<file path="src/rtl/int_compare_unit.sv">
`timescale 1ns/1ps
module int_compare_unit #(
  parameter int XLEN = 64
) (
  input  logic            clk,
  input  logic            rst,
  input  logic            exec_en,
  input  logic [31:0]     instr,
  input  logic [XLEN-1:0] opnd_a,
  input  logic [XLEN-1:0] opnd_b,
  input  logic            so_in,
  output logic            valid_o,
  output logic [3:0]      cond_o,
  output logic [31:0]     creg_o
);
  localparam int WORD_W  = 32;
  localparam int IMM_W   = 16;
  localparam int FLD_W   = 4;
  localparam int CR_W    = 32;
  localparam logic [5:0] OP_RR   = 6'd31;
  localparam logic [5:0] OP_SIMM = 6'd11;
  localparam logic [5:0] OP_UIMM = 6'd10;
  localparam logic [9:0] XO_S    = 10'd0;
  localparam logic [9:0] XO_U    = 10'd32;

  wire [5:0] prim = instr[31:26];
  wire [9:0] xo   = instr[10:1];
  wire [2:0] fld  = instr[25:23];
  wire       dbl  = instr[21];

  wire s_rr  = (prim == OP_RR) && (xo == XO_S);
  wire u_rr  = (prim == OP_RR) && (xo == XO_U);
  wire s_imm = (prim == OP_SIMM);
  wire u_imm = (prim == OP_UIMM);

  wire sgn     = s_rr | s_imm;
  wire use_imm = s_imm | u_imm;

  wire unused_fields = &{1'b0, instr[22], instr[20:16], instr[0]};

  wire [XLEN-1:0] imm_ext = {{(XLEN-IMM_W){s_imm & instr[IMM_W-1]}}, instr[IMM_W-1:0]};
  wire [XLEN-1:0] src_b   = use_imm ? imm_ext : opnd_b;

  function automatic logic [XLEN:0] fit(input logic [XLEN-1:0] v,
                                        input logic d, input logic s);
    if (d) return {s & v[XLEN-1], v};
    return {{(XLEN+1-WORD_W){s & v[WORD_W-1]}}, v[WORD_W-1:0]};
  endfunction

  wire [XLEN:0] ea = fit(opnd_a, dbl, sgn);
  wire [XLEN:0] eb = fit(src_b, dbl, sgn);

  wire lt = $signed(ea) < $signed(eb);
  wire gt = $signed(ea) > $signed(eb);
  wire eq = (ea == eb);

  assign valid_o = s_rr | u_rr | s_imm | u_imm;
  assign cond_o  = {lt, gt, eq, so_in};

  always_ff @(posedge clk) begin
    if (rst)
      creg_o <= '0;
    else if (exec_en && valid_o)
      creg_o[CR_W-1-FLD_W*fld -: FLD_W] <= cond_o;
  end
endmodule


</file>
<file path="config.mk">
export PLATFORM = sky130hd
export DESIGN_NAME = int_compare_unit
export DESIGN_NICKNAME = d
export VERILOG_FILES = /design/src/rtl/int_compare_unit.sv
export SDC_FILE = /design/constraint.sdc
export NUM_CORES = 1
export LEC_CHECK = 0
export ABC_CLOCK_PERIOD_IN_PS = 18410
export CORE_MARGIN = 4
export CORE_UTILIZATION = 45
export CTS_CLUSTER_SIZE = 25
export DETAILED_ROUTE_END_ITERATION = 12
export GPL_ROUTABILITY_DRIVEN = 0
export PLACE_DENSITY = 0.88
export SYNTH_ARGS = -nofsm -noshare
export SYNTH_HDL_FRONTEND = slang
export SYNTH_SLANG_ARGS = --single-unit
</file>
<file path="constraint.sdc">
create_clock -name clk -period 18.41 [get_ports clk]
set_clock_uncertainty 0.15 [all_clocks]
set_input_delay 3.682 -clock clk [delete_from_list [all_inputs] [get_ports clk]]
set_output_delay 3.682 -clock clk [all_outputs]
set_load 0.005 [all_outputs]
</file>
Word level (Yosys, flattened, before mapping)
Cells that the tools add are included. Widths: inputs -> output; s select.

Input bits: 164. Logic and storage cells: 33. Output and inout port bits: 37. Bits in registers: 32.

Muxes and demuxes: 7. Add/sub/neg operators: 2. Shift operators: 2. Equal/unequal tests: 5. Bitwise logic cells: 10. Order comparisons: 2. Reduce and logical (&&, ||, !) cells: 4.

Operators by type and width (count): $mux 65 (4); $eq 65x65->1 (1); $gt 65x65->1 (1); $lt 65x65->1 (1); $mux 64 (1); $shift 4x34->35 const A (1); $shiftx 4x34->35 (1); $neg 32->34 (1); $bwmux 32 (1); $eq 6x4->1 const B (2); $eq 10x6->1 const B (1); $logic_not 10->1 (1); $eq 6x5->1 const B (1); $sub 5x5->6 const A (1); $and 1x1->1 (5); $or 1x1->1 (5); $logic_and 1x1->1 (3); $mux 1 (1).

Depth between registers and ports, before layout
Gate-level depths: netlist of run 1.

Word-level depth: 9. Gate-level depth with buffers: 18.

Worst setup path after synthesis of run 1
No wires, ideal clock.

Kind: input to output. Start: input instr[31]. End: output cond_o[3]. Data required time: 14578 ps. Stages: 16. Data arrival time: 7183 ps. Setup slack: 7395 ps. Cell sequence: nand3b_4 > nor3_1 > a21oi_1 > o21bai_1 > clkbuf_1 > nand2_1 > ha_1 > a21o_1 > a21o_1 > a221oi_2 > o21ai_1 > or3_4 > buf_6 > or3_1 > and2_1 > buf_4.

Longest elaborated chain between the ends: 7. Elaborated cells between the ends (all ways): 17.

RTL lines: start, declared (line 8) `input logic [31:0] instr,`; $eq 6x4->1, or another cell as far along (line 33) `wire s_imm = (prim == OP_SIMM);`; $and 1x1->1, or another cell as far along (line 41) `wire [XLEN-1:0] imm_ext = {{(XLEN-IMM_W){s_imm & instr[IMM_W-1]}}, instr[IMM_W-1:0]};`; $mux 64 / $or 1x1->1 (equally long branches) (line 42, 36); $and 1x1->1 (line 46) `if (d) return {s & v[XLEN-1], v};`; $mux 65 (line 46); $mux 65 (line 47) `return {{(XLEN+1-WORD_W){s & v[WORD_W-1]}}, v[WORD_W-1:0]};`; $lt 65x65->1 (*) (line 53) `wire lt = $signed(ea) < $signed(eb);`; end, declared (line 13) `output logic [3:0] cond_o,`.

Every way passes the cells marked *; elsewhere a longest branch is shown, timed or not. The select of a mux whose other input is x is not followed.

Worst setup path in the final report of run 1
Start: input instr[27]. End: output cond_o[2].

Longest elaborated chain between the ends: 7. Elaborated cells between the ends (all ways): 17.

RTL lines: $eq 6x4->1, or another cell as far along (line 33); $and 1x1->1, or another cell as far along (line 41); $mux 64 / $or 1x1->1 (equally long branches) (line 42, 36); $and 1x1->1 (line 46); $mux 65 (line 46); $mux 65 (line 47); $gt 65x65->1 (*) (line 54) `wire gt = $signed(ea) > $signed(eb);`.

Marks and branches as above.

==> impl_metrics.env, run 1 <==
export IMPL_status="completed"
export IMPL_core_area_mm2=0.00885
export IMPL_diodes=0
export IMPL_grt_overflow=0
export IMPL_top_layer_used="met4"
export IMPL_antenna_found_initial=0
export IMPL_rows=34
export IMPL_timing_max_cap_violations=0
export IMPL_dp_cells=846
export IMPL_dr_first_iter_drc_count=291
export IMPL_dieArea_mm2=0.0108
export IMPL_hold_path_startpoint="creg_o[9]$_SDFFE_PP0P_"
export IMPL_synth_ff_type="dfxtp_1"
export IMPL_dpl_cell_area_mm2=0.00608
export IMPL_crit_start="instr[27]"
export IMPL_setup_ws_ps=5480
export IMPL_final_min_clock_period_ps=12930
export IMPL_synth_edf_count=0
export IMPL_firstDrtPassIters=5
export IMPL_die_width_um=104
export IMPL_syn_avg_cell_area_um2=7.15
export IMPL_period_share_pct=70.2
export IMPL_totalPowerFinal_uw=223
export IMPL_final_layout_size_suffix_gt1_share_pct=4.03
export IMPL_leakage_uw=0.00262
export IMPL_critPathKind="input port to output port"
export IMPL_port_buffer_count=194
export IMPL_clk_latency_ps=280
export IMPL_syn_cell_area_mm2=0.00415
export IMPL_wl_per_cell_um=16.0
export IMPL_cts_buffers=5
export IMPL_drc=0
export IMPL_synthDistinctLibCells=50
export IMPL_crit_path_end_kind="output port"
export IMPL_ys_seq_elements=32
export IMPL_grtUsageTotal_pct=24.0
export IMPL_viasPerCell=5.81
export IMPL_reg_top3="creg_o x32"
export IMPL_final_max_slew_viol_count=0
export IMPL_syn_nets=809
export IMPL_p_per_area_mw_per_mm2=36.3
export IMPL_ant_nets=0
export IMPL_cp_start_kind="input port"
export IMPL_postSynthCellCount=580
export IMPL_io_pins=201
export IMPL_cts_setup_buffers=0
export IMPL_fin_cells=853
export IMPL_ys_seq_area_share_pct=15.4
export IMPL_vias=4956
export IMPL_worstMarginPinSlew_ps=1220
export IMPL_dp_slack_ps=5430
export IMPL_wl_met1_um=5290
export IMPL_nNetsFinal=974
export IMPL_synth_async_sr_flop_share_pct=0
export IMPL_hold_buffers=0
export IMPL_die_h_um=104
export IMPL_syn2layout_area_growth_pct=48.6
export IMPL_cts_resized_gates=0
export IMPL_cts_root_buf="clkbuf_8"
export IMPL_h_tree_depth=2
export IMPL_met2_length_um=6700
export IMPL_r2r_start="creg_o[11]$_SDFFE_PP0P_"
export IMPL_regMostFlops="creg_o"
export IMPL_arrival_ps=9100
export IMPL_critical_path_required_ps=14580
export IMPL_initial_core_util_pct=46.9
export IMPL_grt_pass1_vias=4901
export IMPL_setup_viol=0
export IMPL_stdcell_area_mm2=0.00616
export IMPL_grt_first_pass_wirelength_um=22400
export IMPL_wl_um=13600
export IMPL_n_fill_cell=706
export IMPL_path_clk_slew_ps=60
export IMPL_tns_ps=0
export IMPL_cts_tree="yes"
export IMPL_largest_register_ffs=32
export IMPL_worstHoldPathType="register to register"
export IMPL_ir_worst_vdd_uv=50.6
export IMPL_rsz0062_at_grt="no"
export IMPL_crit_fanout=54
export IMPL_clockBufferDepth=2
export IMPL_routed_wl_met3_um=1210
export IMPL_hpwl_um=10800
export IMPL_clock_fmax_ghz=0.0773
export IMPL_grt_max_degree=69
export IMPL_synth_warnings=0
export IMPL_cts_sinks=32
export IMPL_hold_viol=0
export IMPL_relSlewSlack_pct=18.9
[through the flow]
stage | hold slack [ps] | utilization (%)
detailed placement | 299 | 68.7
CTS | 310 | 69.6
finish | 306 | 69.6
global placement | 288 | 68.7
floorplan | 298 | -
global route | 325 | 69.6
[cell usage in the layout, fill, tap and decap left out, drive strengths merged, types with 2 or more instances in the layout]
| master | synthesis | layout |
|---|---|---|
| mux2i | 25 | 25 |
| clkdlybuf4s50 | 0 | 193 |
| nand4 | 13 | 13 |
| o211ai | 9 | 9 |
| clkbuf | 29 | 6 |
| dfxtp | 32 | 32 |
| and4 | 3 | 3 |
| o21bai | 2 | 2 |
| o311ai | 8 | 8 |
| nand2 | 64 | 64 |
| a221oi | 4 | 4 |
| nand2b | 2 | 2 |
| buf | 10 | 4 |
| nand3 | 22 | 22 |
| nor2 | 53 | 53 |
| or3 | 11 | 11 |
| a21o | 5 | 5 |
| or4 | 11 | 11 |
| nor4 | 4 | 4 |
| and2 | 2 | 2 |
| nand3b | 17 | 17 |
| nor3 | 15 | 15 |
| a211oi | 7 | 7 |
| a21oi | 60 | 60 |
| ha | 65 | 65 |
| o21ai | 58 | 58 |
| nor2b | 4 | 4 |
| inv | 35 | 35 |
[cell usage after synthesis (2+ instances only)]
| master | count | area (µm²) |
|---|---|---|
| or3_1 | 10 | 62.6 |
| a21oi_1 | 60 | 300 |
| a21o_1 | 5 | 37.5 |
| buf_2 | 2 | 10.0 |
| o311ai_1 | 8 | 70.1 |
| a221oi_1 | 3 | 26.3 |
| inv_1 | 35 | 131 |
| a211oi_4 | 2 | 40.0 |
| ha_1 | 65 | 813 |
| buf_1 | 2 | 7.51 |
| nor2_1 | 53 | 199 |
| clkbuf_1 | 29 | 109 |
| nand2_2 | 4 | 25.0 |
| o21ai_1 | 3 | 15.0 |
| dfxtp_1 | 32 | 641 |
| and4_1 | 3 | 26.3 |
| nand2_1 | 60 | 225 |
| nand2b_1 | 2 | 12.5 |
| nand3b_1 | 16 | 120 |
| nor2b_1 | 4 | 25.0 |
| nor4_1 | 3 | 18.8 |
| o21ai_0 | 55 | 275 |
| nand3_1 | 20 | 100 |
| mux2i_1 | 25 | 250 |
| nor3_1 | 15 | 75.1 |
| a211oi_1 | 5 | 37.5 |
| or4_1 | 11 | 82.6 |
| o211ai_1 | 9 | 67.6 |
| o21bai_1 | 2 | 15.0 |
| buf_4 | 5 | 37.5 |
| nand4_1 | 13 | 81.3 |
[cell type report]
cell class,count,area (µm²),area share (%)
Timing Repair Buffer,197,1960,31.8
Clock buffer,6,72.6,1.18
Multi-Input combinational cell,474,3220,52.2
Tap cell,108,135,2.19
Inverter,35,131,2.13
Clock inverter,1,5.00,0.0813
Sequential cell,32,641,10.4
[per-layer routing]
metal | track usage [%] | vias to the layer above
li1 | - | 2437
met1 | 26.9 | 2266
met2 | 43.5 | 218
met3 | 6.83 | 35
met4 | 7.69 | 0
met5 | 0 | -
[worst max-delay path, cell delays in order]
cell and delay [ps]:
clkdlybuf4s50_1 530, nand3b_4 90, nor3_2 120, buf_4 470
a21oi_1 290, o21bai_2 1010, nand2_1 190, a21o_1 220
ha_1 360, nand4_1 220, nor3_1 100, a221oi_2 240
o21ai_1 110, or3_4 410, or3_1 370, a21oi_1 160
clkdlybuf4s50_1 520
[power by group]
part           switching, µW  internal (µW)  total (µW)
sequential            0.0488           69.3        69.4
clock                   24.7           25.6        50.3
combinational           47.2           56.5         104
[worst paths after layout]
check                                  to  slack [ps]  cells past startpoint
hold reg to reg    creg_o[9]$_SDFFE_PP0P_         310                      2
setup / recovery                cond_o[2]        5480                     17
hold / removal     creg_o[9]$_SDFFE_PP0P_         310                      2
setup reg to reg  creg_o[11]$_SDFFE_PP0P_       17570                      2
[kinds of logic (layout without fill, tap and decap cells)]
family                     after synthesis  after routing  share of synthesized area, %
DFF                                     32             32                          15.4
AOI/OAI and AO/OA                      159            159                          22.9
muxes                                   25             25                          6.04
and+or+nand+nor                        225            225                          28.6
adders and majority gates               65             65                          19.6
buffers and inverters                   74            239                          7.39
No activity file was read; power rests on OpenSTA's default activity.
==> run 2: changes to the inputs <==
==> config.mk (replaced) <==
export PLATFORM = sky130hd
export DESIGN_NAME = int_compare_unit
export DESIGN_NICKNAME = d
export VERILOG_FILES = /design/src/rtl/int_compare_unit.sv
export SDC_FILE = /design/constraint.sdc
export NUM_CORES = 1
export LEC_CHECK = 0
export ABC_CLOCK_PERIOD_IN_PS = 12230
export CORE_MARGIN = 4
export CORE_UTILIZATION = 42
export CTS_CLUSTER_SIZE = 25
export DETAILED_ROUTE_END_ITERATION = 12
export GPL_ROUTABILITY_DRIVEN = 0
export PLACE_DENSITY = 0.83
export SYNTH_ARGS = -nofsm -noshare
export SYNTH_HDL_FRONTEND = slang
export SYNTH_SLANG_ARGS = --single-unit
==> constraint.sdc (replaced) <==
create_clock -name clk -period 12.23 [get_ports clk]
set_clock_uncertainty 0.15 [all_clocks]
set_input_delay 2.446 -clock clk [delete_from_list [all_inputs] [get_ports clk]]
set_output_delay 2.446 -clock clk [all_outputs]
set_load 0.005 [all_outputs]
==> run 2 against run 1 <==
- register-to-register slack lost 6200 ps
- largest cell class unchanged
- sequential cell count unchanged
- sequential power is 50% higher
- wire length is 1.2% higher
- core utilization is 5.5 points lower
- highest routed layer unchanged
- total power is 55% higher
- via count down 0.56%
- global-route usage fell by 0.91 points
- worst setup slack worse by 3600 ps
==> impl_metrics.env, run 2 (synthesis results as in run 1) <==
export IMPL_arrival_ps=7720
export IMPL_grt_overflow=0
export IMPL_rows=36
export IMPL_final_min_clock_period_ps=10310
export IMPL_dr_first_iter_drc_count=316
export IMPL_port_buffer_count=194
export IMPL_cts_sinks=32
export IMPL_leakage_uw=0.00263
export IMPL_grtUsageTotal_pct=23.1
export IMPL_clock_power_share_pct=24.5
export IMPL_dp_cells=872
export IMPL_die_h_um=107
export IMPL_worstHoldPathType="register to register"
export IMPL_p_seq_share_pct=30.2
export IMPL_p_per_area_mw_per_mm2=55.7
export IMPL_rsz0062_at_grt="no"
export IMPL_crit_fanout=32
export IMPL_drc=0
export IMPL_dpl_cell_area_mm2=0.00612
export IMPL_timing_max_cap_violations=0
export IMPL_clk_latency_ps=280
export IMPL_r2r_worst_path_cells=2
export IMPL_cts_buffers=5
export IMPL_grt_first_pass_wirelength_um=22100
export IMPL_io_pins=201
export IMPL_ir_worst_vdd_uv=76.8
export IMPL_met2_length_um=6820
export IMPL_cp_start_kind="input port"
export IMPL_regMostFlops="creg_o"
export IMPL_final_max_slew_viol_count=0
export IMPL_p_sw_uw=111
export IMPL_wl_per_cell_um=15.7
export IMPL_internal_power_uw=235
export IMPL_nNetsFinal=975
export IMPL_cp_endpoint="cond_o[2]"
export IMPL_path_clk_slew_ps=60
export IMPL_netSwitchingFraction_pct=32.0
export IMPL_ant_nets=0
export IMPL_fin_cells=880
export IMPL_final_cell_mix="clkdlybuf4s50_1, ha_1, nand2_1, a21oi_1, o21ai_0"
export IMPL_crit_start="instr[27]"
export IMPL_wl_um=13800
export IMPL_crit_path_end_kind="output port"
export IMPL_critPathKind="input port to output port"
export IMPL_cts_root_buf="clkbuf_8"
export IMPL_setup_viol=0
export IMPL_syn2layout_area_growth_pct=49.8
export IMPL_status="completed"
export IMPL_core_area_mm2=0.00968
export IMPL_final_layout_size_suffix_gt1_share_pct=4.15
export IMPL_worstMarginPinSlew_ps=1230
export IMPL_grt_max_degree=69
export IMPL_vias=4928
export IMPL_tns_ps=0
export IMPL_top_layer_used="met4"
export IMPL_hold_ws_ps=307
export IMPL_cts_tree="yes"
export IMPL_r2r_end="creg_o[1]$_SDFFE_PP0P_"
export IMPL_multi_input_area_mm2=0.00322
export IMPL_grt_pass1_vias=4873
export IMPL_final_common_cell="clkdlybuf4s50_1"
export IMPL_wl_met1_um=5510
export IMPL_stdcell_area_mm2=0.00621
export IMPL_clock_fmax_ghz=0.0970
export IMPL_clockBufferDepth=2
export IMPL_viasPerCell=5.60
export IMPL_cts_resized_gates=0
export IMPL_hpwl_um=10900
export IMPL_diodes=0
export IMPL_period_share_pct=84.3
export IMPL_firstDrtPassIters=5
export IMPL_largest_register_ffs=32
export IMPL_dieArea_mm2=0.0115
export IMPL_antenna_found_initial=0
export IMPL_critical_path_required_ps=9630
export IMPL_comb_power_share_pct=45.3
export IMPL_routed_wl_met3_um=974
export IMPL_initial_core_util_pct=42.8
export IMPL_hold_viol=0
export IMPL_n_fill_cell=855
export IMPL_h_tree_depth=2
export IMPL_reg_top3="creg_o x32"
export IMPL_die_width_um=107
export IMPL_cts_setup_buffers=0
export IMPL_reg2reg_slack_ps=11360
export IMPL_hold_buffers=0
export IMPL_r2r_start="creg_o[1]$_SDFFE_PP0P_"
export IMPL_seq_area_um2=641
export IMPL_relSlewSlack_pct=18.3
[run 2: changes by cell type in the layout (fill, tap and decap cells not counted)]
cell / delta
buf_4: +1
clkinv_2: -1
clkbuf_8: +1
clkbuf_1: +1
[run 2: metrics by stage]
| step | worst slack, ps | total power [µW] | utilization [%] |
|---|---|---|---|
| after global placement | 2010 | 256 | 63.2 |
| after global routing | 1550 | 369 | 64.1 |
| after floorplan | 3690 | 189 | - |
| after detailed placement | 1920 | 263 | 63.2 |
| final | 1920 | 346 | 64.1 |
| after CTS | 1920 | 347 | 64.1 |
[run 2: layer usage]
metal | GRT usage [%] | vias up
li1 | - | 2441
met1 | 26.7 | 2268
met2 | 41.4 | 179
met3 | 4.92 | 40
met4 | 8.75 | 0
met5 | 0 | -
[run 2: layout make-up]
cell class / count / area share (%)
flip-flops and latches: 32 / 10.3
well taps: 133 / 2.68
multi-input cells: 474 / 51.8
inverters: 35 / 2.12
repair buffers: 198 / 31.7
clock buffers: 8 / 1.45
[run 2: worst min path at each step]
stage               cells past startpoint                 endpoint               startpoint  slack [ps]
finish                                  2  creg_o[13]$_SDFFE_PP0P_  creg_o[13]$_SDFFE_PP0P_         310
global route                            2  creg_o[13]$_SDFFE_PP0P_  creg_o[13]$_SDFFE_PP0P_         330
CTS                                     2  creg_o[25]$_SDFFE_PP0P_  creg_o[25]$_SDFFE_PP0P_         310
detailed placement                      2  creg_o[25]$_SDFFE_PP0P_  creg_o[25]$_SDFFE_PP0P_         300
global placement                        2  creg_o[25]$_SDFFE_PP0P_  creg_o[25]$_SDFFE_PP0P_         290
floorplan                               2  creg_o[13]$_SDFFE_PP0P_  creg_o[13]$_SDFFE_PP0P_         300
[run 2: power by group through the flow]
stage               logic [µW]  registers (µW)  clock network (µW)
floorplan                 82.4             107                   0
global placement           149             107                   0
detailed placement         156             107                   0
CTS                        157             104                85.2
global route               175             104                89.4
finish                     157             104                84.9
[run 2: critical path, stage by stage]
cell,delay (ps)
clkdlybuf4s50_1,510
nand3b_4,90
or3_1,700
a21oi_2,1040
o21ai_0,220
nand2_1,150
a21o_1,90
ha_1,290
nand4_1,220
nor3_1,90
a221oi_2,260
o21ai_1,130
or3_4,420
or3_1,380
a21oi_1,150
clkdlybuf4s50_1,520
